File: src/rtl/plat_sysctl_pkg.sv
package plat_sysctl_pkg;
  localparam int OFFS_W     = 16;
  localparam int DATA_W     = 32;
  localparam int FIELD_W    = 8;
  localparam int MHZ_W      = 8;
  localparam int GIB_W      = 4;
  localparam int SPEED_W    = 12;
  localparam int LINK_STEP  = 8;
  localparam int SIZE_W     = 3;
  localparam int SOFTRST_BIT = 4;

  localparam logic [SIZE_W-1:0] SIZE_WORD = 3'd4;

  localparam logic [OFFS_W-1:0] OFF_BUILD    = 16'h0000;
  localparam logic [OFFS_W-1:0] OFF_WRAP     = 16'h0008;
  localparam logic [OFFS_W-1:0] OFF_CLKSTAT  = 16'h000c;
  localparam logic [OFFS_W-1:0] OFF_SOFTRST  = 16'h0010;
  localparam logic [OFFS_W-1:0] OFF_MEMSTAT  = 16'h0014;
  localparam logic [OFFS_W-1:0] OFF_LINKSTAT = 16'h0018;
  localparam logic [OFFS_W-1:0] OFF_FLASH    = 16'h001c;
  localparam logic [OFFS_W-1:0] OFF_CLKDIV   = 16'h0030;
  localparam logic [OFFS_W-1:0] OFF_BUILDCFG = 16'h0034;
  localparam logic [OFFS_W-1:0] OFF_MEMCFG   = 16'h0038;
  localparam logic [OFFS_W-1:0] OFF_FABRIC0  = 16'h003c;
  localparam int                FABRIC_STEP  = 4;

  localparam logic [DATA_W-1:0] MEMSTAT_WORD = 32'h0000_0005;

  typedef enum logic [3:0] {
    SEL_NONE,
    SEL_BUILD,
    SEL_WRAP,
    SEL_CLKSTAT,
    SEL_SOFTRST,
    SEL_MEMSTAT,
    SEL_LINKSTAT,
    SEL_FLASH,
    SEL_CLKDIV,
    SEL_BUILDCFG,
    SEL_MEMCFG,
    SEL_FABRIC0,
    SEL_FABRIC1,
    SEL_FABRIC2
  } reg_sel_e;
endpackage

File: src/rtl/plat_sysctl_decode.sv
module plat_sysctl_decode
  import plat_sysctl_pkg::*;
#(
  parameter int NUM_LINKS = 3
) (
  input  logic [OFFS_W-1:0] offs_i,
  output reg_sel_e          sel_o,
  output logic              hit_o
);
  localparam int SEL_W = $bits(reg_sel_e);

  always_comb begin
    sel_o = SEL_NONE;
    case (offs_i)
      OFF_BUILD:    sel_o = SEL_BUILD;
      OFF_WRAP:     sel_o = SEL_WRAP;
      OFF_CLKSTAT:  sel_o = SEL_CLKSTAT;
      OFF_SOFTRST:  sel_o = SEL_SOFTRST;
      OFF_MEMSTAT:  sel_o = SEL_MEMSTAT;
      OFF_LINKSTAT: sel_o = SEL_LINKSTAT;
      OFF_FLASH:    sel_o = SEL_FLASH;
      OFF_CLKDIV:   sel_o = SEL_CLKDIV;
      OFF_BUILDCFG: sel_o = SEL_BUILDCFG;
      OFF_MEMCFG:   sel_o = SEL_MEMCFG;
      default:      sel_o = SEL_NONE;
    endcase
    for (int i = 0; i < NUM_LINKS; i++) begin
      if (offs_i == OFF_FABRIC0 + OFFS_W'(FABRIC_STEP * i))
        sel_o = reg_sel_e'(SEL_W'(int'(SEL_FABRIC0) + i));
    end
  end

  assign hit_o = (sel_o != SEL_NONE);
endmodule

File: src/rtl/plat_sysctl_readmux.sv
module plat_sysctl_readmux
  import plat_sysctl_pkg::*;
#(
  parameter int                NUM_LINKS  = 3,
  parameter logic [DATA_W-1:0] BUILD_ID   = 32'h2016_0A5C,
  parameter logic [DATA_W-1:0] WRAPPER_ID = 32'h0000_0311
) (
  input  reg_sel_e             sel_i,
  input  logic [MHZ_W-1:0]     ref_mhz_i,
  input  logic [GIB_W-1:0]     mem_gib_i,
  input  logic [NUM_LINKS-1:0] link_up_i,
  output logic [DATA_W-1:0]    word_o
);
  localparam logic [FIELD_W-1:0] UNITY = FIELD_W'(1);
  localparam int CFG_PAD = DATA_W - SPEED_W - GIB_W;

  logic [DATA_W-1:0] link_word;
  logic [DATA_W-1:0] cfg_word;
  logic [DATA_W-1:0] clkdiv_word;
  logic [DATA_W-1:0] memcfg_word;

  generate
    for (genvar g = 0; g < NUM_LINKS; g++) begin : g_link
      assign link_word[LINK_STEP*g] = link_up_i[g];
      assign cfg_word[g+1]          = 1'b1;
      if (LINK_STEP > 1) begin : g_lpad
        assign link_word[LINK_STEP*g+1 +: LINK_STEP-1] = '0;
      end
    end
    if (LINK_STEP * NUM_LINKS < DATA_W) begin : g_lhi
      assign link_word[DATA_W-1:LINK_STEP*NUM_LINKS] = '0;
    end
    assign cfg_word[0] = 1'b0;
    assign cfg_word[DATA_W-1:NUM_LINKS+1] = '0;
  endgenerate

  assign clkdiv_word = {UNITY, UNITY, ref_mhz_i, UNITY};
  assign memcfg_word = {{CFG_PAD{1'b0}}, {SPEED_W{1'b1}}, mem_gib_i};

  always_comb begin
    case (sel_i)
      SEL_BUILD:    word_o = BUILD_ID;
      SEL_WRAP:     word_o = WRAPPER_ID;
      SEL_MEMSTAT:  word_o = MEMSTAT_WORD;
      SEL_LINKSTAT: word_o = link_word;
      SEL_CLKDIV:   word_o = clkdiv_word;
      SEL_BUILDCFG: word_o = cfg_word;
      SEL_MEMCFG:   word_o = memcfg_word;
      default:      word_o = '0;
    endcase
  end
endmodule

File: src/rtl/plat_sysctl_pulse.sv
module plat_sysctl_pulse (
  input  logic clk_i,
  input  logic rst_i,
  input  logic fire_i,
  output logic req_o
);
  always_ff @(posedge clk_i) begin
    if (rst_i) req_o <= 1'b0;
    else       req_o <= fire_i;
  end
endmodule

File: src/rtl/plat_sysctl_regs.sv
module plat_sysctl_regs
  import plat_sysctl_pkg::*;
#(
  parameter int                NUM_LINKS  = 3,
  parameter logic [DATA_W-1:0] BUILD_ID   = 32'h2016_0A5C,
  parameter logic [DATA_W-1:0] WRAPPER_ID = 32'h0000_0311
) (
  input  logic                 clk_i,
  input  logic                 rst_i,
  input  logic                 rd_i,
  input  logic                 wr_i,
  input  logic [31:0]          addr_i,
  input  logic [SIZE_W-1:0]    size_i,
  input  logic [DATA_W-1:0]    wdata_i,
  input  logic [MHZ_W-1:0]     ref_mhz_i,
  input  logic [GIB_W-1:0]     mem_gib_i,
  input  logic [NUM_LINKS-1:0] link_up_i,
  output logic [DATA_W-1:0]    rdata_o,
  output logic                 rvalid_o,
  output logic                 unmapped_o,
  output logic                 reset_req_o
);
  reg_sel_e          sel;
  logic              hit;
  logic              word_ok;
  logic              fire;
  logic [DATA_W-1:0] mux_word;
  logic              unused_bits;

  assign unused_bits = ^{addr_i[31:OFFS_W], wdata_i};

  plat_sysctl_decode #(.NUM_LINKS(NUM_LINKS)) u_decode (
    .offs_i (addr_i[OFFS_W-1:0]),
    .sel_o  (sel),
    .hit_o  (hit)
  );

  plat_sysctl_readmux #(
    .NUM_LINKS  (NUM_LINKS),
    .BUILD_ID   (BUILD_ID),
    .WRAPPER_ID (WRAPPER_ID)
  ) u_readmux (
    .sel_i     (sel),
    .ref_mhz_i (ref_mhz_i),
    .mem_gib_i (mem_gib_i),
    .link_up_i (link_up_i),
    .word_o    (mux_word)
  );

  assign word_ok = (size_i == SIZE_WORD);
  assign fire    = wr_i && word_ok && (sel == SEL_SOFTRST) && wdata_i[SOFTRST_BIT];

  plat_sysctl_pulse u_pulse (
    .clk_i  (clk_i),
    .rst_i  (rst_i),
    .fire_i (fire),
    .req_o  (reset_req_o)
  );

  always_ff @(posedge clk_i) begin
    if (rst_i) begin
      rdata_o    <= '0;
      rvalid_o   <= 1'b0;
      unmapped_o <= 1'b0;
    end else begin
      rvalid_o   <= rd_i;
      rdata_o    <= (rd_i && word_ok) ? mux_word : '0;
      unmapped_o <= (rd_i || wr_i) && !hit;
    end
  end

  assert_rvalid_follows_R11: assert property (@(posedge clk_i) disable iff (rst_i)
    rd_i |=> rvalid_o);
  assert_rvalid_origin_R11: assert property (@(posedge clk_i) disable iff (rst_i)
    rvalid_o |-> $past(rd_i));
  assert_idle_rdata_R11: assert property (@(posedge clk_i) disable iff (rst_i)
    !rvalid_o |-> (rdata_o == '0));
  assert_narrow_read_R6: assert property (@(posedge clk_i) disable iff (rst_i)
    (rvalid_o && ($past(size_i) != 3'd4)) |-> (rdata_o == '0));
  assert_reset_origin_R8: assert property (@(posedge clk_i) disable iff (rst_i)
    reset_req_o |-> $past(wr_i && size_i == 3'd4 && addr_i[15:0] == 16'h0010 && wdata_i[4]));
  assert_reset_fires_R8: assert property (@(posedge clk_i) disable iff (rst_i)
    (wr_i && size_i == 3'd4 && addr_i[15:0] == 16'h0010 && wdata_i[4]) |=> reset_req_o);
  assert_unmapped_origin_R10: assert property (@(posedge clk_i) disable iff (rst_i)
    unmapped_o |-> $past(rd_i || wr_i));
  assert_memstat_word_R2: assert property (@(posedge clk_i) disable iff (rst_i)
    (rvalid_o && $past(addr_i[15:0] == 16'h0014 && size_i == 3'd4)) |-> (rdata_o == 32'h5));
  assert_clkdiv_word_R3: assert property (@(posedge clk_i) disable iff (rst_i)
    (rvalid_o && $past(addr_i[15:0] == 16'h0030 && size_i == 3'd4))
      |-> (rdata_o == {8'd1, 8'd1, $past(ref_mhz_i), 8'd1}));
endmodule

File: config.mk
export PLATFORM = sky130hd
export DESIGN_NAME = plat_sysctl_regs
export DESIGN_NICKNAME = d
export VERILOG_FILES = /design/src/rtl/plat_sysctl_pkg.sv /design/src/rtl/plat_sysctl_decode.sv /design/src/rtl/plat_sysctl_readmux.sv /design/src/rtl/plat_sysctl_pulse.sv /design/src/rtl/plat_sysctl_regs.sv
export SDC_FILE = /design/constraint.sdc
export NUM_CORES = 1
export LEC_CHECK = 0
export CORE_MARGIN = 1
export CORE_UTILIZATION = 32
export DETAILED_ROUTE_END_ITERATION = 8
export MAX_ROUTING_LAYER = met4
export PLACE_DENSITY = 0.85
export SLEW_MARGIN = 20
export SYNTH_ARGS = -nofsm -noshare
export SYNTH_HDL_FRONTEND = slang
export SYNTH_SLANG_ARGS = --single-unit
File: constraint.sdc
create_clock -name clk_i -period 3.3 [get_ports clk_i]
set_clock_uncertainty 0.1 [all_clocks]
set_input_delay 0.66 -clock clk_i [delete_from_list [all_inputs] [get_ports clk_i]]
set_output_delay 0.66 -clock clk_i [all_outputs]
set_load 0.05 [all_outputs]
==> results of run 1 <==
-- state kept, by name, indices dropped and copies added (netlist names) --
signal	count
u_pulse.req_o	1
rdata_o	18
rvalid_o	1
unmapped_o	1
-- metal layers --
layer,vias to the layer above,routed length (µm)
li1,619,-
met1,573,1260
met3,6,212
met5,-,0
met2,62,1580
met4,0,59
-- worst max-delay path, stage by stage --
cell	delay, ns
clkdlybuf4s50_1	0.48
or4b_4	0.60
a211o_2	0.29
a211oi_2	0.28
nor4_2	0.14
a21o_1	0.20
-- cell usage after synthesis (2+ instances only) --
cell type and count:
dfxtp_1 21, buf_4 15, nor2_1 10, nand2_1 9, nand4_1 8, a21oi_1 7
a21o_1 6, nand3_1 6, nor3_1 6, inv_1 4, nor4_2 3, a2bb2oi_1 2
and2_1 2, and3_1 2, nand2b_1 2, nor4_1 2, nor4_4 2, nor4b_2 2
or3_1 2
-- cell families after synthesis --
group	after synthesis
and+or+nand+nor	65
other	1
DFF	21
AOI/OAI and AO/OA	31
buffers and inverters	22
-- per-stage QoR --
| stage | worst slack [ns] | area, µm² | util | total power, µW |
|---|---|---|---|---|
| after floorplan | 1.03 | 1300 | - | 331 |
| after global placement | 0.444 | 1890 | 0.508 | 381 |
| after detailed placement | 0.434 | 1890 | 0.508 | 382 |
| after CTS | 0.701 | 1930 | 0.521 | 541 |
| after global routing | 0.550 | 1930 | 0.521 | 567 |
| final | 0.704 | 1930 | 0.521 | 537 |
-- layout make-up --
class	instances	area, µm²	share of cell area
clock buffer	4	45.0	0.0233
inverter	4	15.0	0.00776
multi-input combinational	106	726	0.375
sequential	21	420	0.217
tap	48	60.1	0.0310
timing repair buffer	68	668	0.345
-- how the worst max path moves through the flow --
stage                                   to      start
global route         rdata_o[1]$_SDFF_PP0_  addr_i[3]
detailed placement   rdata_o[1]$_SDFF_PP0_  addr_i[3]
floorplan            rdata_o[1]$_SDFF_PP0_  addr_i[2]
finish              rdata_o[12]$_SDFF_PP0_  addr_i[1]
global placement     rdata_o[1]$_SDFF_PP0_  addr_i[4]
CTS                 rdata_o[14]$_SDFF_PP0_  addr_i[1]
-- power by group --
part	switching [µW]	internal [µW]	total, µW
sequential	0.317	255	255
combinational	66.3	55.7	122
clock	73.6	85.8	159
total	140	396	537
==> results.cfg, run 1 <==
[power_and_ir_drop]
p_per_area_mw_per_mm2 = 277
vdd_ir_drop_max_uv = 160
leakage_uw = 0.000712

[sta]
hold_viol_final = 0
max_freq_mhz = 385
setup_violations = 0
min_period_ns = 2.60
setup_tns_ns = 0
rsz0062_at_grt = no
slew_viol_final = 0
timing.final.crit_share = 0.787
slew_headroom = 0.651
worst_slew_pin_slew_ns = 0.520
hold_slack_ns = 0.882

[worst_setup_path]
crit_arrival_ns = 2.65
path_max_fanout = 6
end_kind = flop
worstPathRequired_ns = 3.35
critPathLaunchType = primary input
crit_type = primary input to flop

[drt]
wl_per_cell_um = 12.4
via_per_inst = 5.02
firstDrtPassIters = 4
num_vias = 1260
ant_nets = 0
routed_wl_mm = 3.11
first_iter_violations = 31
drcViolationCount = 0

[min_path]
hold_class = primary input to flop
min_to = rdata_o[9]$_SDFF_PP0_
hp-start = ref_mhz_i[1]
hold_path_depth = 3

[layout]
fillers = 356
final_common_cell = clkdlybuf4s50_1
layout_common_cells = 63 x clkdlybuf4s50_1, 21 x dfxtp_1, 10 x nor2_1, 10 x conb_1, 9 x nand2_1
area_growth_pct = 53.1
fin_nets = 290
diodes = 0
layout-drive-gt1-share = 0.128
fin_cells = 251

[clock_tree]
htree_levels = 1
cts.clk_slew.worst_paths_ns = 0.07
cts_tree = done
cts_buffer_depth = 2
post_cts_buffers = 0
cts-hold-fix-buffers = 0
cts_resized = 0
cts_inserted_buffers = 3
cts.sink_count = 21
cts_root_buffer = clkbuf_8

[placed_design]
hpwl_mm = 2.64
port_buffers = 63
place.gp.congestion = 0.898
post-place-cells = 247

[logic_synthesis]
synth_seq_cells = 21
async_flop_share = 0
synth-simple-area-share = 0.348
postSynthAreaPerCell_um2 = 9.03
yosys_warnings = 0
synth_top_family_by_area = simple AND/OR/NAND/NOR gates
synth_edf_count = 0
synth_compound_area_frac = 0.197
yosys.area_share.adder = 0
synth_xor_xnor_area_share = 0
synth_cell_type_count = 48
ys_seq_area_frac = 0.333
syn-instance-count = 140
synth_mux_area_frac = 0
synth_area_mm2 = 0.00126
yosysTopAreaCell = dfxtp_1
synth_top_area_share = 0.333
yosys-top-cells-area = dfxtp_1 33%, buf_4 8.9%, nand4_1 4.0%, a21o_1 3.6%, nor4_4 3.4%
synth_top_flop_cell = dfxtp_1

[global_routing]
grt.met1_usage = 0.204
grt_pass1_wl_mm = 5.34
grt_max_degree = 12
antenna_found_initial = 0
grt.overflow.total = 0
grtUsageTotal = 0.168
grtUsageMet2 = 0.284
top_usage_layer = met2
grt_pass1_vias = 1186
met3_usage = 0.0176

[floorplanning]
core_mm2 = 0.00372
rows = 22
fp.dieW_um = 64.8
io_pins = 121
die_area_mm2 = 0.00420
die_h_um = 64.8
initial_utilization = 0.340

[run]
max_cap_violations = 0

[run_status]
status = finished clean
Note: power is estimated with default switching activity, not from simulation.
==> run 2: changes to the inputs <==
- CORE_UTILIZATION: 32 -> 30
- PLACE_DENSITY: 0.85 -> 0.8
- clock period: 3.3 -> 2.4 ns (I/O delays scaled with it)
==> run 2 against run 1 <==
Net effect:
- clock power is 40% higher
- sequential cell count is the same
- largest power group unchanged
- power is 44% higher
- die area up 6.5%
- global-route usage grew 1.5 points
- utilization grew 2.5 points
- non-clock buffer count grew 35
- sequential power up 38%
==> results.cfg, run 2 (synthesis results as in run 1) <==
[clock_tree]
cts_resized = 0
cts_buffer_depth = 2
cts_tree = done
post_cts_buffers = 0
cts.sink_count = 21
htree_levels = 1
cts_root_buffer = clkbuf_8
cts.clk_slew.worst_paths_ns = 0.07
cts_inserted_buffers = 3
cts-hold-fix-buffers = 0

[layout]
fin_area_mm2 = 0.00220
top_register = rdata_o
fin_nets = 325
fillers = 385
area_growth_pct = 74.1
largest_register_ffs = 18
diodes = 0
layout-drive-gt1-share = 0.256
final_common_cell = clkdlybuf4s50_1
layout_common_cells = 63 x clkdlybuf4s50_1, 40 x buf_4, 21 x dfxtp_1, 10 x nor2_1, 10 x conb_1

[placed_design]
hpwl_mm = 3.10
port_buffers = 63
place.gp.congestion = 0.922
placed_cell_area_mm2 = 0.00215

[floorplanning]
core_mm2 = 0.00403
fp.dieW_um = 66.9
die_area_mm2 = 0.00448
initial_utilization = 0.314
rows = 23
io_pins = 121
die_h_um = 66.9

[sta]
slew_headroom = 0.629
slew_viol_final = 0
rsz0062_at_grt = no
timing.final.crit_share = 0.966
min_period_ns = 2.32
hold_viol_final = 0
hold_slack_ns = 0.698
setup_violations = 0
worst_slew_pin_slew_ns = 0.551
max_freq_mhz = 431

[drt]
routed_wl_mm = 3.64
wl_per_cell_um = 12.6
ant_nets = 0
drcViolationCount = 0
num_vias = 1388
via_per_inst = 4.82
first_iter_violations = 53
firstDrtPassIters = 4

[worst_setup_path]
cp-startpoint = addr_i[2]
cpMaxStageDelayCell = clkdlybuf4s50_1
path_max_fanout = 6
path_buf_inv = 2
cp_slowest_stage_delay_ns = 0.42
crit_arrival_ns = 2.39
worstPathRequired_ns = 2.47
critPathLaunchType = primary input
critPathTopFamily = compound AO/OA/AOI/OAI gates
crit_chain = clkdlybuf4s50_1 -> buf_4 -> or3_4 -> a211oi_4 -> o21ai_1 -> a211o_4 -> nor4_4
end_kind = flop
crit_type = primary input to flop

[power_and_ir_drop]
p_per_area_mw_per_mm2 = 351
vdd_ir_drop_max_uv = 158
leakage_uw = 0.000881

[global_routing]
grt_pass1_wl_mm = 6.01
grtUsageTotal = 0.183
grt_max_degree = 12
grt_pass1_vias = 1401
grt.overflow.total = 0
antenna_found_initial = 0

[run]
max_cap_violations = 0

[min_path]
hold_class = primary input to flop
hp-start = link_up_i[2]

[run_status]
status = finished clean
==> run 2: changes by cell type in the layout (fill, tap and decap cells not counted) <==
| cell | change |
|---|---|
| buf_4 | +35 |
==> run 2: path summary, 6_finish.rpt <==
path	to	slack, ns	cells past startpoint
hold / removal	rdata_o[16]$_SDFF_PP0_	0.70	3
setup / recovery	rdata_o[1]$_SDFF_PP0_	0.08	7
==> run 2: metrics by stage <==
step	setup TNS (ns)	utilization	setup WS, ns	total power (µW)	std cells
after floorplan	0	-	0.313	455	149
after global placement	-1.30	0.535	-0.172	553	284
after detailed placement	-1.53	0.535	-0.180	556	284
after CTS	0	0.546	0.0863	776	288
after global routing	0	0.546	0.0143	805	288
final	0	0.546	0.0804	772	288
==> run 2: area by class of cell <==
type,instances,area [µm²],area share
timing repair buffer,103,931,0.423
multi-input combinational,106,726,0.330
sequential,21,420,0.191
tap,50,62.6,0.0284
clock buffer,4,45.0,0.0205
inverter,4,15.0,0.00683
==> run 2: metal layers <==
layer,wire [µm],GRT usage,share of wire
met5,0,-,0
met2,1850,0.326,0.51
met1,1460,0.200,0.40
met3,270,0.0291,0.074
met4,61,0.0771,0.017
==> run 2: power breakdown <==
part	switching, µW	internal [µW]	leakage, µW
logic	98.8	99.3	0.000689
clock network	105	118	0.0000228
registers	0.505	350	0.000170
total	204	567	0.000881
